===== config.mk =====
export PLATFORM = sky130hd
export DESIGN_NAME = pwl_sigmoid5
export DESIGN_NICKNAME = d
export VERILOG_FILES = /design/src/rtl/pwl_sig_pkg.sv /design/src/rtl/pwl_sig_region.sv /design/src/rtl/pwl_sig_tail.sv /design/src/rtl/pwl_sig_ramp.sv /design/src/rtl/pwl_sigmoid5.sv
export SDC_FILE = /design/constraint.sdc
export NUM_CORES = 1
export LEC_CHECK = 0
export ABC_AREA = 0
export BUFFER_PORTS_ARGS = -buffer_cell sky130_fd_sc_hd__buf_2
export CORE_ASPECT_RATIO = 0.7
export CORE_MARGIN = 2
export CORE_UTILIZATION = 27
export CTS_BUF_LIST = sky130_fd_sc_hd__clkbuf_2 sky130_fd_sc_hd__clkbuf_4 sky130_fd_sc_hd__clkbuf_8
export DETAILED_ROUTE_END_ITERATION = 16
export GPL_ROUTABILITY_DRIVEN = 0
export GPL_TIMING_DRIVEN = 0
export HOLD_SLACK_MARGIN = 0.02
export PLACE_DENSITY_LB_ADDON = 0.2
export SYNTH_ARGS = -nofsm -noshare
export SYNTH_HDL_FRONTEND = slang
export SYNTH_SLANG_ARGS = --single-unit

===== constraint.sdc =====
create_clock -name clk -period 0.8 [get_ports clk]
set_input_delay 0.16 -clock clk [delete_from_list [all_inputs] [get_ports clk]]
set_output_delay 0.16 -clock clk [all_outputs]
set_load 0.03 [all_outputs]

===== src/rtl/pwl_sig_pkg.sv =====
package pwl_sig_pkg;

  // Which straight piece of the curve a sample falls on.
  typedef enum logic [2:0] {
    SEG_NEG_FLOOR = 3'd0,
    SEG_NEG_TAIL  = 3'd1,
    SEG_NEG_RAMP  = 3'd2,
    SEG_POS_RAMP  = 3'd3,
    SEG_POS_TAIL  = 3'd4,
    SEG_POS_CEIL  = 3'd5
  } seg_e;

endpackage


===== src/rtl/pwl_sig_region.sv =====
module pwl_sig_region
  import pwl_sig_pkg::*;
#(
  parameter int MAG_W    = 12,
  parameter int KNEE_MAG = 409,
  parameter int SAT_MAG  = 2048
) (
  input  logic             neg,
  input  logic [MAG_W-1:0] mag,
  output seg_e             seg
);

  localparam logic [MAG_W-1:0] KNEE_V = MAG_W'(KNEE_MAG);
  localparam logic [MAG_W-1:0] SAT_V  = MAG_W'(SAT_MAG);

  logic at_sat;
  logic at_tail;

  always_comb begin
    at_sat  = (mag >= SAT_V);
    at_tail = (mag >= KNEE_V);
    if (at_sat) begin
      seg = neg ? SEG_NEG_FLOOR : SEG_POS_CEIL;
    end else if (at_tail) begin
      seg = neg ? SEG_NEG_TAIL : SEG_POS_TAIL;
    end else begin
      seg = neg ? SEG_NEG_RAMP : SEG_POS_RAMP;
    end
  end

endmodule


===== src/rtl/pwl_sig_tail.sv =====
module pwl_sig_tail #(
  parameter int MAG_W   = 12,
  parameter int OUT_W   = 12,
  parameter int SAT_MAG = 2048,
  parameter int SHIFT   = 6,
  parameter int ONE     = 256
) (
  input  logic [MAG_W-1:0] mag,
  output logic [OUT_W-1:0] low_y,
  output logic [OUT_W-1:0] high_y
);

  localparam logic [MAG_W-1:0] SAT_V = MAG_W'(SAT_MAG);
  localparam logic [OUT_W-1:0] ONE_V = OUT_W'(ONE);

  logic [MAG_W-1:0] gap;
  logic [MAG_W-1:0] step;

  always_comb begin
    gap    = SAT_V - mag;
    step   = gap >> SHIFT;
    low_y  = OUT_W'(step);
    high_y = ONE_V - low_y;
  end

endmodule


===== src/rtl/pwl_sig_ramp.sv =====
module pwl_sig_ramp #(
  parameter int MAG_W = 12,
  parameter int OUT_W = 12,
  parameter int SHIFT = 2,
  parameter int HALF  = 128
) (
  input  logic [MAG_W-1:0] mag,
  output logic [OUT_W-1:0] down_y,
  output logic [OUT_W-1:0] up_y
);

  localparam logic [OUT_W-1:0] HALF_V = OUT_W'(HALF);

  logic [MAG_W-1:0] scaled;
  logic [OUT_W-1:0] delta;

  always_comb begin
    scaled = mag >> SHIFT;
    delta  = OUT_W'(scaled);
    down_y = HALF_V - delta;
    up_y   = HALF_V + delta;
  end

endmodule


===== src/rtl/pwl_sigmoid5.sv =====
module pwl_sigmoid5
  import pwl_sig_pkg::*;
#(
  parameter int INT_W      = 4,
  parameter int FRAC_W     = 8,
  parameter int KNEE_MAG   = 409,
  parameter int SAT_INT    = 8,
  parameter int TAIL_SHIFT = 6,
  parameter int RAMP_SHIFT = 2
) (
  input  logic                    clk,
  input  logic                    rst_n,
  input  logic                    in_valid,
  input  logic [INT_W+FRAC_W:0]   in_x,
  output logic                    out_valid,
  output logic [INT_W+FRAC_W-1:0] out_y
);

  localparam int MAG_W   = INT_W + FRAC_W;
  localparam int OUT_W   = INT_W + FRAC_W;
  localparam int ONE     = 1 << FRAC_W;
  localparam int HALF    = 1 << (FRAC_W - 1);
  localparam int SAT_MAG = SAT_INT << FRAC_W;
  localparam logic [OUT_W-1:0] ONE_V = OUT_W'(ONE);
  localparam logic [MAG_W-1:0] SAT_V = MAG_W'(SAT_MAG);

  // Reset: asserted asynchronously, released on the clock.
  logic [1:0] rst_sync_q;
  logic       rst_int_n;

  always_ff @(posedge clk or negedge rst_n) begin
    if (!rst_n) begin
      rst_sync_q <= 2'b00;
    end else begin
      rst_sync_q <= {rst_sync_q[0], 1'b1};
    end
  end

  assign rst_int_n = rst_sync_q[1];

  // Split the sign-magnitude input.
  logic             x_neg;
  logic [MAG_W-1:0] x_mag;

  assign x_neg = in_x[MAG_W];
  assign x_mag = in_x[MAG_W-1:0];

  seg_e             seg;
  logic [OUT_W-1:0] tail_low;
  logic [OUT_W-1:0] tail_high;
  logic [OUT_W-1:0] ramp_down;
  logic [OUT_W-1:0] ramp_up;

  pwl_sig_region #(
    .MAG_W   (MAG_W),
    .KNEE_MAG(KNEE_MAG),
    .SAT_MAG (SAT_MAG)
  ) region_i (
    .neg(x_neg),
    .mag(x_mag),
    .seg(seg)
  );

  pwl_sig_tail #(
    .MAG_W  (MAG_W),
    .OUT_W  (OUT_W),
    .SAT_MAG(SAT_MAG),
    .SHIFT  (TAIL_SHIFT),
    .ONE    (ONE)
  ) tail_i (
    .mag   (x_mag),
    .low_y (tail_low),
    .high_y(tail_high)
  );

  pwl_sig_ramp #(
    .MAG_W(MAG_W),
    .OUT_W(OUT_W),
    .SHIFT(RAMP_SHIFT),
    .HALF (HALF)
  ) ramp_i (
    .mag   (x_mag),
    .down_y(ramp_down),
    .up_y  (ramp_up)
  );

  // Next-state logic.
  logic [OUT_W-1:0] seg_y;
  logic [OUT_W-1:0] y_d;
  logic             v_d;
  logic             y_en;

  always_comb begin
    unique case (seg)
      SEG_NEG_FLOOR: seg_y = '0;
      SEG_NEG_TAIL:  seg_y = tail_low;
      SEG_NEG_RAMP:  seg_y = ramp_down;
      SEG_POS_RAMP:  seg_y = ramp_up;
      SEG_POS_TAIL:  seg_y = tail_high;
      SEG_POS_CEIL:  seg_y = ONE_V;
      default:       seg_y = '0;
    endcase
    y_en = in_valid;
    y_d  = seg_y;
    v_d  = in_valid;
  end

  // Registers.
  always_ff @(posedge clk or negedge rst_int_n) begin
    if (!rst_int_n) begin
      out_valid <= 1'b0;
      out_y     <= '0;
    end else begin
      out_valid <= v_d;
      if (y_en) begin
        out_y <= y_d;
      end
    end
  end

  // Checks.
  assert_valid_rise_R2: assert property (@(posedge clk) disable iff (!rst_int_n)
    in_valid |=> out_valid);

  assert_valid_fall_R2: assert property (@(posedge clk) disable iff (!rst_int_n)
    !in_valid |=> !out_valid);

  assert_idle_hold_R3: assert property (@(posedge clk) disable iff (!rst_int_n)
    !in_valid |=> $stable(out_y));

  assert_ceiling_R5: assert property (@(posedge clk) disable iff (!rst_int_n)
    (in_valid && !x_neg && (x_mag >= SAT_V)) |=> (out_y == ONE_V));

  assert_floor_R6: assert property (@(posedge clk) disable iff (!rst_int_n)
    (in_valid && x_neg && (x_mag >= SAT_V)) |=> (out_y == '0));

  assert_no_overflow_R11: assert property (@(posedge clk) disable iff (!rst_int_n)
    out_y <= ONE_V);

endmodule


==> impl_metrics.env <==
export IMPL_layoutNonFillerInstCount=275
export IMPL_rsz0062_at_grt="yes"
export IMPL_start_util_pct=28.4
export IMPL_fp_dieH_um=63.8
export IMPL_fin_crit_ns=2.01
export IMPL_r2r_cells=3
export IMPL_via_per_inst=5.06
export IMPL_p_total_mw=2.40
export IMPL_grtUsageTotal_pct=14.6
export IMPL_fin_ws_ns=-1.21
export IMPL_hold_path_startpoint="in_valid"
export IMPL_period_share_pct=251
export IMPL_max_stage_delay_ns=0.32
export IMPL_synth_area_mm2=0.00138
export IMPL_die_w_um=89.5
export IMPL_syn_instance_count=154
export IMPL_ys_flop_type="dfrtp_1"
export IMPL_htree_levels=1
export IMPL_nets=231
export IMPL_ir_worst_vdd_mv=0.612
export IMPL_dieArea_mm2=0.00571
export IMPL_clk_pin_slew_ns=0.06
export IMPL_ys_ff_latch=15
export IMPL_worst_setup_path_start_kind="primary input"
export IMPL_worst_pin_slew_ns=0.576
export IMPL_final_common_cell="buf_4"
export IMPL_violations="negative setup slack"
export IMPL_grt_pass1_wl_um=6590
export IMPL_r2r_end="out_y[4]"
export IMPL_dp_hpwl_um=2960
export IMPL_num_antenna_cells=0
export IMPL_dr_pass1_iters=4
export IMPL_critPathSlowestCell="a211o_1"
export IMPL_coreArea_mm2=0.00486
export IMPL_status="complete, but fails checks"
export IMPL_place_inst=247
export IMPL_crit_chain="buf_12 -> ha_4 -> a211oi_4 -> a21o_4 -> and2_4 -> inv_4 -> ha_4 -> a211o_1 -> a32o_2 -> a221o_1"
export IMPL_rrSetupSlack_ns=-0.15
export IMPL_drtAntennaViolNets=0
export IMPL_clock_skew_ns=0.00384
export IMPL_postPlaceCellArea_mm2=0.00166
export IMPL_placement_rows=21
export IMPL_cts_sinks=15
export IMPL_drc=0
export IMPL_final_cell_area_mm2=0.00214
export IMPL_grt_max_degree=14
export IMPL_finalSetupViolations=23
export IMPL_max_freq_mhz=497
export IMPL_hold_end="out_valid"
export IMPL_maxCapViolations=0
export IMPL_cts_tree="done"
export IMPL_final_cell_mix="buf_4 (22), buf_6 (19), dfrtp_1 (15)"
export IMPL_drt_iter0_drc=51
export IMPL_num_io_pins=29
export IMPL_drv_slew=0
export IMPL_vias=1391
export IMPL_power_density_mw_per_mm2=1120
export IMPL_synth_net_count=178
export IMPL_n_fill_cell=458
export IMPL_min_path_cells=1
export IMPL_portBuffers=24
export IMPL_hold_viol_final=0
export IMPL_synth_edff_count=0
export IMPL_crit_path_frequent_cell="ha_4"
export IMPL_drive_above_1_share_pct=47.6
export IMPL_async_flop_share_pct=100
export IMPL_crit_arrival_ns=2.14
export IMPL_yosysWarnings=0
export IMPL_required_ns=0.93
export IMPL_cp_max_fo=4
export IMPL_crit_type="in2reg"
export IMPL_rr_startpoint="out_y[4]"
export IMPL_clkLatencyLatePin_ns=0.25
export IMPL_root_buffer="clkbuf_8"
export IMPL_end_kind="flip-flop"
export IMPL_gr_total_overflow=0
export IMPL_antenna_found_initial=0
export IMPL_pre_cts_slack_ns=-1.93
export IMPL_hold_path_class="in2reg"
export IMPL_wl_per_cell_um=14.0
export IMPL_area_growth_pct=55.1
export IMPL_first_global_vias=1322
export IMPL_numCtsBuffers=3
export IMPL_slew_headroom_pct=61.6
export IMPL_clockBufferDepth=2
export IMPL_ys_types=52
export IMPL_finalWirelength_um=3860
export IMPL_power_leakage_nw=0.885
export IMPL_yosysSeqAreaShare_pct=27.2
export IMPL_syn_avg_cell_area_um2=8.97
export IMPL_crit_path_start="in_x[3]"
-- cells by family (layout without fill, tap and decap cells) --
group / Yosys count / after routing / share of synthesized area, %
compound gates: 44 / 44 / 27.0
xor+xnor: 11 / 11 / 6.97
fa+ha+maj: 8 / 8 / 7.25
buf+inv: 17 / 69 / 6.61
flops: 15 / 15 / 27.2
mux: 2 / 2 / 1.63
other cells: 1 / 1 / 0.271
simple gates: 56 / 56 / 23.1
-- flip-flops by register name, indices dropped and copies added (netlist names) --
signal      cells
out_y          12
rst_sync_q      2
out_valid       1
-- what timing repair did --
action | 4_1_cts | 5_1_grt
setup buffers | 22 | 3
endpoints found under the hold margin | 2 | 0
resized for setup | 46 | 20
endpoints found under the setup margin | 23 | 23
pin swaps | 14 | 10
hold buffers | 1 | 0
-- critical path: cells and delay by family --
kind	cells	cell delay, ns
fa+ha+maj	2	0.37
buf+inv	2	0.15
compound gates	5	1.32
simple gates	1	0.15
-- report_power, final --
group	leakage, nW	total [mW]	switching, mW	internal [mW]
Sequential	0.199	0.838	0.0385	0.799
Clock	0.0255	0.605	0.261	0.345
Combinational	0.660	0.958	0.508	0.451
-- through the flow --
| stage | util [%] | TNS [ns] | hold WS, ns |
|---|---|---|---|
| floorplan | - | -14.00 | -0.136 |
| global placement | 34.1 | -17.42 | -0.0550 |
| detailed placement | 34.1 | -17.75 | -0.0525 |
| CTS | 41.6 | -13.65 | 0.113 |
| finish | 44.1 | -13.29 | 0.115 |
| global route | 44.1 | -14.21 | 0.115 |
-- worst max-delay path by stage --
| stage | end | slack (ns) | cells after the start |
|---|---|---|---|
| after floorplan | out_y[1] | -1.55 | 12 |
| after global placement | out_y[1] | -1.90 | 13 |
| after detailed placement | out_y[1] | -1.93 | 13 |
| after CTS | out_y[1] | -1.24 | 10 |
| after global routing | out_y[1] | -1.27 | 10 |
| final | out_y[1] | -1.21 | 10 |
-- per-layer routing --
| metal | track usage [%] | vias to the layer above | wire, µm |
|---|---|---|---|
| li1 | - | 677 | - |
| met1 | 22.9 | 676 | 1960 |
| met2 | 21.5 | 36 | 1720 |
| met3 | 2.07 | 2 | 158 |
| met4 | 1.87 | 0 | 25 |
| met5 | 0 | - | 0 |
-- Yosys cell counts, types with 2 or more instances --
cell       number  share of area (%)
o2bb2ai_1       5                3.2
nor2b_1         3                1.4
o21ai_0         3                1.1
nand2_1        12                3.3
nor3_1          4                1.4
a32o_1          2                1.4
o211ai_2        2                1.8
nor2_1         16                4.3
a21oi_1         7                2.5
dfrtp_1        15                 27
a22o_1          2                1.3
inv_1          10                2.7
buf_6           3                2.4
clkbuf_1        2               0.54
a31oi_1         2               0.91
xnor2_1        10                6.3
nand4_1         3                1.4
o31ai_1         3                1.6
ha_1            8                7.2
nand3_1         8                2.9
a211oi_1        3                1.6
-- cell type report --
class | count | area (µm²) | area share, %
Inverter | 10 | 42.5 | 1.99
Clock inverter | 1 | 5.00 | 0.234
Clock buffer | 3 | 41.3 | 1.93
Tap cell | 69 | 86.3 | 4.03
Multi-Input combinational cell | 122 | 1100 | 51.3
Sequential cell | 15 | 375 | 17.5
Buffer | 5 | 57.6 | 2.69
Timing Repair Buffer | 50 | 435 | 20.3
Power figures use the tool's default switching activity.
